**src/rtl/pell_pkg.sv**
```systemverilog
package pell_pkg;

    typedef enum logic [1:0] {
        SR_IDLE,
        SR_CHK,
        SR_RUN
    } srch_st_e;

    typedef enum logic [2:0] {
        TP_IDLE,
        TP_SEARCH,
        TP_RED_A,
        TP_RED_B,
        TP_CMP_A,
        TP_CMP_B,
        TP_SQ_A,
        TP_SQ_B
    } top_st_e;

    function automatic int pell_aw(input int max_a);
        return $clog2(max_a + 1);
    endfunction

    function automatic int pell_tw(input int pw, input int aw);
        return pw + 2 * aw + 1;
    endfunction

    function automatic int pell_sw(input int tw);
        return tw / 2 + 2;
    endfunction

endpackage

```
**src/rtl/pell_search.sv**
```systemverilog
module pell_search
    import pell_pkg::*;
#(
    parameter int PW    = 8,
    parameter int MAX_A = 1023,
    parameter int AW    = pell_aw(MAX_A),
    parameter int SW    = pell_sw(pell_tw(PW, AW))
) (
    input  logic          clk,
    input  logic          rst_n,
    input  logic          start,
    input  logic [PW-1:0] p,
    output logic          done,
    output logic          found,
    output logic          square,
    output logic          tout,
    output logic [AW-1:0] a_o,
    output logic [SW-1:0] b_o
);

    localparam int TW  = pell_tw(PW, AW);
    localparam int S2W = 2 * SW;
    localparam int RW  = PW / 2 + 2;
    localparam int R2W = 2 * RW;

    typedef struct packed {
        srch_st_e       st;
        logic [PW-1:0]  p;
        logic [RW-1:0]  r;
        logic [R2W-1:0] r2;
        logic [AW-1:0]  a;
        logic [TW-1:0]  t;
        logic [SW-1:0]  s;
        logic [S2W-1:0] s2;
        logic           done;
        logic           found;
        logic           square;
        logic           tout;
    } srch_t;

    srch_t q, d;

    always_comb begin
        d      = q;
        d.done = 1'b0;
        case (q.st)
            SR_IDLE: begin
                if (start) begin
                    d.st     = SR_CHK;
                    d.p      = p;
                    d.r      = '0;
                    d.r2     = '0;
                    d.found  = 1'b0;
                    d.square = 1'b0;
                    d.tout   = 1'b0;
                end
            end
            SR_CHK: begin
                if (q.r2 == R2W'(q.p)) begin
                    d.square = 1'b1;
                    d.done   = 1'b1;
                    d.st     = SR_IDLE;
                end else if (q.r2 > R2W'(q.p)) begin
                    d.st = SR_RUN;
                    d.a  = AW'(1);
                    d.t  = TW'(q.p) + TW'(1);
                    d.s  = SW'(1);
                    d.s2 = S2W'(1);
                end else begin
                    d.r  = q.r + RW'(1);
                    d.r2 = q.r2 + R2W'({q.r, 1'b1});
                end
            end
            SR_RUN: begin
                if (q.s2 < S2W'(q.t)) begin
                    d.s  = q.s + SW'(1);
                    d.s2 = q.s2 + S2W'({q.s, 1'b1});
                end else if (q.s2 == S2W'(q.t)) begin
                    d.found = 1'b1;
                    d.done  = 1'b1;
                    d.st    = SR_IDLE;
                end else if (q.a == AW'(MAX_A)) begin
                    d.tout = 1'b1;
                    d.done = 1'b1;
                    d.st   = SR_IDLE;
                end else begin
                    d.a = q.a + AW'(1);
                    d.t = q.t + TW'(q.p) * TW'({q.a, 1'b1});
                end
            end
            default: d.st = SR_IDLE;
        endcase
    end

    always_ff @(posedge clk or negedge rst_n) begin
        if (!rst_n) begin
            q <= '0;
        end else begin
            q <= d;
        end
    end

    assign done   = q.done;
    assign found  = q.found;
    assign square = q.square;
    assign tout   = q.tout;
    assign a_o    = q.a;
    assign b_o    = q.s;

    // a reported pair solves the equation
    assert_root_solves_R5: assert property (@(posedge clk) disable iff (!rst_n)
        (q.done && q.found) |->
            (S2W'(q.s) * S2W'(q.s) == S2W'(q.p) * S2W'(q.a) * S2W'(q.a) + S2W'(1)));

    // a timeout only happens once a has reached its bound
    assert_timeout_at_bound_R6: assert property (@(posedge clk) disable iff (!rst_n)
        (q.done && q.tout) |-> (q.a == AW'(MAX_A)));

endmodule

```
**src/rtl/pell_modred.sv**
```systemverilog
module pell_modred #(
    parameter int XW = 41,
    parameter int KW = 16
) (
    input  logic          clk,
    input  logic          rst_n,
    input  logic          start,
    input  logic [XW-1:0] x,
    input  logic [KW-1:0] k,
    output logic          done,
    output logic [KW-1:0] rem
);

    localparam int CNW = $clog2(XW + 1);

    typedef struct packed {
        logic           busy;
        logic [CNW-1:0] cnt;
        logic [XW-1:0]  x;
        logic [KW-1:0]  rem;
        logic           done;
    } red_t;

    red_t q, d;
    logic [KW:0] trial;

    always_comb begin
        d      = q;
        d.done = 1'b0;
        trial  = {q.rem, q.x[XW-1]};
        if (!q.busy) begin
            if (start) begin
                d.busy = 1'b1;
                d.cnt  = CNW'(XW);
                d.x    = x;
                d.rem  = '0;
            end
        end else begin
            if (trial >= {1'b0, k}) begin
                d.rem = KW'(trial - {1'b0, k});
            end else begin
                d.rem = KW'(trial);
            end
            d.x   = {q.x[XW-2:0], 1'b0};
            d.cnt = q.cnt - CNW'(1);
            if (q.cnt == CNW'(1)) begin
                d.busy = 1'b0;
                d.done = 1'b1;
            end
        end
    end

    always_ff @(posedge clk or negedge rst_n) begin
        if (!rst_n) begin
            q <= '0;
        end else begin
            q <= d;
        end
    end

    assign done = q.done;
    assign rem  = q.rem;

    // the partial remainder stays below the key
    assert_rem_below_key_R8: assert property (@(posedge clk) disable iff (!rst_n)
        (q.busy || q.done) |-> (q.rem < k));

endmodule

```
**src/rtl/pell_pair_gen.sv**
```systemverilog
module pell_pair_gen
    import pell_pkg::*;
#(
    parameter int PW    = 8,
    parameter int KW    = 16,
    parameter int CW    = 4,
    parameter int MAX_A = 1023
) (
    input  logic          clk,
    input  logic          rst_n,
    input  logic          start,
    input  logic [PW-1:0] p_in,
    input  logic [KW-1:0] k1_in,
    input  logic [CW-1:0] n_comp,
    output logic          busy,
    output logic          done,
    output logic          valid,
    output logic          bad_input,
    output logic          timeout,
    output logic [KW-1:0] qa,
    output logic [KW-1:0] qb
);

    localparam int AW  = pell_aw(MAX_A);
    localparam int SW  = pell_sw(pell_tw(PW, AW));
    localparam int XW0 = 2 * KW + PW + 1;
    localparam int XW1 = (XW0 > SW) ? XW0 : SW;
    localparam int XW  = (XW1 > AW) ? XW1 : AW;

    typedef struct packed {
        top_st_e       st;
        logic [PW-1:0] p;
        logic [KW-1:0] k;
        logic [CW-1:0] n;
        logic [KW-1:0] ra;
        logic [KW-1:0] rb;
        logic [KW-1:0] tmp;
        logic [XW-1:0] opnd;
        logic          red_go;
        logic          srch_go;
        logic [KW-1:0] qa;
        logic [KW-1:0] qb;
        logic          valid;
        logic          bad;
        logic          tout;
        logic          done;
    } top_t;

    top_t q, d;

    logic          s_done, s_found, s_square, s_tout;
    logic [AW-1:0] s_a;
    logic [SW-1:0] s_b;
    logic          r_done;
    logic [KW-1:0] r_rem;
    logic [XW-1:0] ra_x, rb_x, p_x, tmp_x, rr_x;

    pell_search #(
        .PW   (PW),
        .MAX_A(MAX_A),
        .AW   (AW),
        .SW   (SW)
    ) u_search (
        .clk   (clk),
        .rst_n (rst_n),
        .start (q.srch_go),
        .p     (q.p),
        .done  (s_done),
        .found (s_found),
        .square(s_square),
        .tout  (s_tout),
        .a_o   (s_a),
        .b_o   (s_b)
    );

    pell_modred #(
        .XW(XW),
        .KW(KW)
    ) u_modred (
        .clk  (clk),
        .rst_n(rst_n),
        .start(q.red_go),
        .x    (q.opnd),
        .k    (q.k),
        .done (r_done),
        .rem  (r_rem)
    );

    assign ra_x  = XW'(q.ra);
    assign rb_x  = XW'(q.rb);
    assign p_x   = XW'(q.p);
    assign tmp_x = XW'(q.tmp);
    assign rr_x  = XW'(r_rem);

    always_comb begin
        d         = q;
        d.done    = 1'b0;
        d.red_go  = 1'b0;
        d.srch_go = 1'b0;
        case (q.st)
            TP_IDLE: begin
                if (start) begin
                    d.p     = p_in;
                    d.k     = k1_in;
                    d.n     = n_comp;
                    d.valid = 1'b0;
                    d.bad   = 1'b0;
                    d.tout  = 1'b0;
                    if (k1_in == '0) begin
                        d.bad  = 1'b1;
                        d.done = 1'b1;
                    end else begin
                        d.st      = TP_SEARCH;
                        d.srch_go = 1'b1;
                    end
                end
            end
            TP_SEARCH: begin
                if (s_done) begin
                    if (s_found) begin
                        d.opnd   = XW'(s_a);
                        d.red_go = 1'b1;
                        d.st     = TP_RED_A;
                    end else begin
                        d.bad  = s_square;
                        d.tout = s_tout;
                        d.done = 1'b1;
                        d.st   = TP_IDLE;
                    end
                end
            end
            TP_RED_A: begin
                if (r_done) begin
                    d.ra     = r_rem;
                    d.opnd   = XW'(s_b);
                    d.red_go = 1'b1;
                    d.st     = TP_RED_B;
                end
            end
            TP_RED_B: begin
                if (r_done) begin
                    d.rb     = r_rem;
                    d.red_go = 1'b1;
                    if (q.n == '0) begin
                        d.opnd = ra_x * ra_x;
                        d.st   = TP_SQ_A;
                    end else begin
                        d.opnd = (ra_x * rr_x) << 1;
                        d.st   = TP_CMP_A;
                    end
                end
            end
            TP_CMP_A: begin
                if (r_done) begin
                    d.tmp    = r_rem;
                    d.opnd   = rb_x * rb_x + p_x * ra_x * ra_x;
                    d.red_go = 1'b1;
                    d.st     = TP_CMP_B;
                end
            end
            TP_CMP_B: begin
                if (r_done) begin
                    d.ra     = q.tmp;
                    d.rb     = r_rem;
                    d.n      = q.n - CW'(1);
                    d.red_go = 1'b1;
                    if (q.n == CW'(1)) begin
                        d.opnd = tmp_x * tmp_x;
                        d.st   = TP_SQ_A;
                    end else begin
                        d.opnd = (tmp_x * rr_x) << 1;
                        d.st   = TP_CMP_A;
                    end
                end
            end
            TP_SQ_A: begin
                if (r_done) begin
                    d.qa     = r_rem;
                    d.opnd   = rb_x * rb_x;
                    d.red_go = 1'b1;
                    d.st     = TP_SQ_B;
                end
            end
            TP_SQ_B: begin
                if (r_done) begin
                    d.qb    = r_rem;
                    d.valid = 1'b1;
                    d.done  = 1'b1;
                    d.st    = TP_IDLE;
                end
            end
            default: d.st = TP_IDLE;
        endcase
    end

    always_ff @(posedge clk or negedge rst_n) begin
        if (!rst_n) begin
            q <= '0;
        end else begin
            q <= d;
        end
    end

    assign busy      = (q.st != TP_IDLE);
    assign done      = q.done;
    assign valid     = q.valid;
    assign bad_input = q.bad;
    assign timeout   = q.tout;
    assign qa        = q.qa;
    assign qb        = q.qb;

    // done lasts one cycle and never overlaps busy
    assert_done_single_R1: assert property (@(posedge clk) disable iff (!rst_n)
        done |=> !done);
    assert_done_not_busy_R1: assert property (@(posedge clk) disable iff (!rst_n)
        done |-> !busy);

    // a start during busy leaves the captured inputs unchanged
    assert_start_ignored_R2: assert property (@(posedge clk) disable iff (!rst_n)
        (busy && start) |=> ($stable(q.p) && $stable(q.k)));

    // each job ends with exactly one outcome flag
    assert_one_outcome_R6: assert property (@(posedge clk) disable iff (!rst_n)
        done |-> ($countones({valid, bad_input, timeout}) == 1));

    // reduced results lie below the key
    assert_result_range_R8: assert property (@(posedge clk) disable iff (!rst_n)
        (done && valid) |-> ((qa < q.k) && (qb < q.k)));

    // results are held while idle without an accepted start
    assert_hold_idle_R9: assert property (@(posedge clk) disable iff (!rst_n)
        (!busy && !start && !done) |=> ($stable(qa) && $stable(qb) && $stable(valid)));

endmodule

```
**config.mk**
```make
export PLATFORM = sky130hd
export DESIGN_NAME = pell_pair_gen
export DESIGN_NICKNAME = d
export VERILOG_FILES = /design/src/rtl/pell_pkg.sv /design/src/rtl/pell_search.sv /design/src/rtl/pell_modred.sv /design/src/rtl/pell_pair_gen.sv
export SDC_FILE = /design/constraint.sdc
export NUM_CORES = 2
export LEC_CHECK = 0
export BUFFER_PORTS_ARGS = -buffer_cell sky130_fd_sc_hd__buf_4
export CORE_ASPECT_RATIO = 2
export CORE_UTILIZATION = 50
export CTS_BUF_LIST = sky130_fd_sc_hd__clkbuf_8
export DETAILED_ROUTE_END_ITERATION = 12
export PLACE_DENSITY = 0.73
export SYNTH_ARGS = -nofsm -noshare
export SYNTH_HDL_FRONTEND = slang
export SYNTH_SLANG_ARGS = --single-unit
```
**constraint.sdc**
```tcl
create_clock -name clk -period 13.6 [get_ports clk]
set_input_delay 2.72 -clock clk [delete_from_list [all_inputs] [get_ports clk]]
set_output_delay 2.72 -clock clk [all_outputs]
set_load 0.01 [all_outputs]
```
==> results.py <==
metrics = {
    "cts": {
        "cts_tree": "done",
        "cts_hold_buf": 0,
        "clock-root-buffer": "clkbuf_8",
        "clock-sinks": 342,
        "clock_latency_ns": 0.86,
        "cts_setup_buffers": 0,
        "cts_max_level": 2,
        "clk_pin_slew_ns": 0.08,
        "cts-resized-gates": 0,
        "cts_max_path_buffers": 3,
        "cts_buffers": 61,
    },
    "place": {
        "pre_cts_ws_ns": 1.755,
        "place_inst": 10840,
        "gp_congestion": 1.067,
        "place_hpwl_um": 226200,
        "port_buffers": 67,
    },
    "global_routing": {
        "gr-usage-met3_pct": 9.724,
        "grt_first_pass_wirelength_um": 434900,
        "grt_max_degree": 90,
        "met2_usage_pct": 64.55,
        "busiest_layer": "met2",
        "track_usage_pct": 37.84,
        "grt_antenna_before_repair": 26,
        "grt_pass1_vias": 71820,
        "grt_util_met1_pct": 33.56,
        "grt_remaining_overflow": 0,
    },
    "worst_setup_path": {
        "critPathRequiredTime_ns": 14.32,
        "critPathSlowestCell": "dfrtp_2",
        "cp_slowest_stage_delay_ns": 0.68,
        "end_kind": "flop",
        "path_buf_inv": 6,
        "criticalPathCategory": "reg2reg",
        "crit_path_start_kind": "flop",
        "cp_max_fo": 30,
        "cp_common_cell": "fa_1",
        "cp_top_family": "adder cells",
        "crit_arrival_ns": 12.78,
    },
    "timing": {
        "worst_pin_slew_ns": 1.490,
        "post-route-period-util_pct": 88.72,
        "finalCriticalPeriod_ns": 12.07,
        "rsz0062_at_grt": "no",
        "hold_viol": 0,
        "final.setup_skew_ns": 0.08385,
        "relSlewSlack_pct": 0.6348,
        "setup-tns-final_ns": 0,
        "setup_slack_ns": 1.533,
        "drv_slew": 0,
        "final-setup-viol-count": 0,
        "fmax_mhz": 82.87,
        "hold_slack_ns": 0.4836,
    },
    "drt": {
        "initialDrtViolationCount": 4387,
        "wirelength_um": 289000,
        "remaining_drc_errors": 0,
        "via_per_inst": 5.948,
        "ant_nets": 0,
        "post_drt_wl_per_cell_um": 26.30,
        "first_pass_iters": 9,
        "via_count": 65350,
    },
    "floorplanning": {
        "die_y_um": 562.9,
        "fp.dieW_um": 282.4,
        "num_rows": 205,
        "die_area_mm2": 0.1590,
        "start_util_pct": 50.43,
        "io_pins": 68,
        "core_area_mm2": 0.1560,
    },
    "synth": {
        "synth_top_area_cell": "fa_1",
        "synth_ff_type": "dfrtp_1",
        "seq_area_frac_synth_pct": 10.88,
        "postSynthAreaPerCell_um2": 8.709,
        "synth_compound_area_share_pct": 9.860,
        "synth_top_family_by_area": "adder cells",
        "synth_area_leaders": "fa_1, ha_1, dfrtp_1, inv_1, nand2_1",
        "synth-simple-area-share_pct": 15.60,
        "synthMuxAreaShare_pct": 1.433,
        "synth_enable_flop_cells": 0,
        "ys_ff_latch": 342,
        "netlist_area_mm2": 0.07865,
        "yosysTopAreaCellShare_pct": 35.05,
        "syn-num-nets": 11230,
        "postSynthCellCount": 9031,
        "ys_warn_count": 0,
        "ys_types": 101,
        "synthAdderAreaFrac_pct": 47.70,
        "async_flop_share_pct": 100.0,
        "synth_xor_area_share_pct": 2.973,
    },
    "pwr": {
        "power.total_mw": 3.236,
        "power.leakage_nw": 42.17,
        "ir_drop_v": 0.00007818,
        "power.density_mw_per_mm2": 39.05,
    },
    "cells_and_area": {
        "nets": 11040,
        "syn2layout_area_growth_pct": 5.364,
        "final_layout_size_suffix_gt1_share_pct": 5.231,
        "n_fill_cell": 14570,
        "stdcell_count": 10990,
    },
    "flow_run": {
        "cap_violations": 2,
    },
    "status": {
        "status": "finished, violations left",
        "violations": "capacitance limit",
    },
    "min_path": {
        "min_path_type": "reg2reg",
    },
}
[tightest hold or removal path, cell delays in order, from the launching register on]
cell     delay (ns)
dfrtp_1        0.34
nand2_1        0.05
o21ai_0        0.06
[flip-flops by register name, summed over array words and instances (netlist names), 8 cells and up]
| signal | count |
|---|---|
| p_x | 8 |
| u_modred.rem | 16 |
| u_search.b_o | 16 |
| u_modred.q | 48 |
| q | 114 |
| u_search.a_o | 10 |
| qa | 16 |
| qb | 16 |
| u_search.q | 89 |
[kinds of logic (layout without fill, tap and decap cells)]
kind of cell             Yosys count  after routing
adder cells (fa/ha/maj)         2172           2172
XOR/XNOR                         267            267
AO/OA/AOI/OAI                   1167           1167
flip-flops                       342            342
AND/OR/NAND/NOR                 2591           2591
other                              0             28
buffers and inverters           2384           2242
multiplexers                     108            108
[cell usage after synthesis, types with 28 or more instances]
cell         n
a211oi_1    50
o21bai_1    28
o211ai_1    34
a21o_1     116
nor3_1      57
ha_1       795
inv_1     1893
nand4_1     57
buf_4       32
nor2b_1     46
mux2i_1     71
and2_1     543
nor4_1      31
o21a_1      53
a21oi_1    284
mux2_2      37
a31oi_1     38
clkbuf_1   412
nand2b_1    51
xnor2_1    165
nand3_1    115
nand2_1   1130
xor2_1     102
and3_1      56
o21ai_0    277
fa_1      1377
dfrtp_1    342
nor2_1     403
[power breakdown]
part | switching (mW) | internal, mW | leakage, nW
Combinational | 0.487 | 0.270 | 36.7
Sequential | 0.116 | 1.07 | 4.66
Clock | 0.564 | 0.731 | 0.828
Total | 1.17 | 2.07 | 42.2
[routing by layer]
metal	up-vias	share of wire [%]
met5	-	0.0038
met4	2	14
met3	1642	7.3
met2	3278	50
met1	32750	29
li1	27680	-
[placed cells by master, fill, tap and decap left out, drive strengths merged, types with 102 or more instances in the layout]
cell type  count
inv         1906
fa          1377
nand2       1130
ha           795
and2         544
nor2         403
dfrtp        342
o21ai        290
a21oi        287
buf          226
xnor2        165
a21o         116
nand3        115
xor2         102
[worst paths after layout]
check / from / to / slack [ns] / depth (start not counted)
setup / recovery: q[112]$_DFFE_PN0P_ / q[77]$_DFFE_PN0P_ / 1.53 / 38
hold / removal: qa[7]$_DFFE_PN0P_ / qa[7]$_DFFE_PN0P_ / 0.48 / 2
max in group asynchronous: rst_n / u_modred.q[20]$_DFFE_PN0P_ / 9.32 / 3
hold reg to reg: qa[7]$_DFFE_PN0P_ / qa[7]$_DFFE_PN0P_ / 0.48 / 2
setup reg to reg: q[112]$_DFFE_PN0P_ / q[77]$_DFFE_PN0P_ / 1.53 / 38
min in group asynchronous: rst_n / u_modred.rem[4]$_DFFE_PN0P_ / 1.88 / 1
[layout make-up]
cell class                      count  area (um2)  share of cell area, %
Tap cell                         2070        2590                  3.125
Multi-Input combinational cell   6305       61180                  73.83
Sequential cell                   342        8586                  10.36
Clock inverter                     40       550.5                 0.6643
Inverter                         1902        7139                  8.615
Timing Repair Buffer              226        1730                  2.088
Clock buffer                       74        1018                  1.229
Antenna cell                       28       70.07                0.08455
[stage by stage]
step | instance area, um2 | util [%]
2_1_floorplan | 78650 | -
3_3_place_gp | 81130 | 52.02
3_5_place_dp | 81130 | 52.02
4_1_cts | 82700 | 53.03
5_1_grt | 82820 | 53.11
6_report | 82870 | 53.14
(Power assumes the default switching activity.)
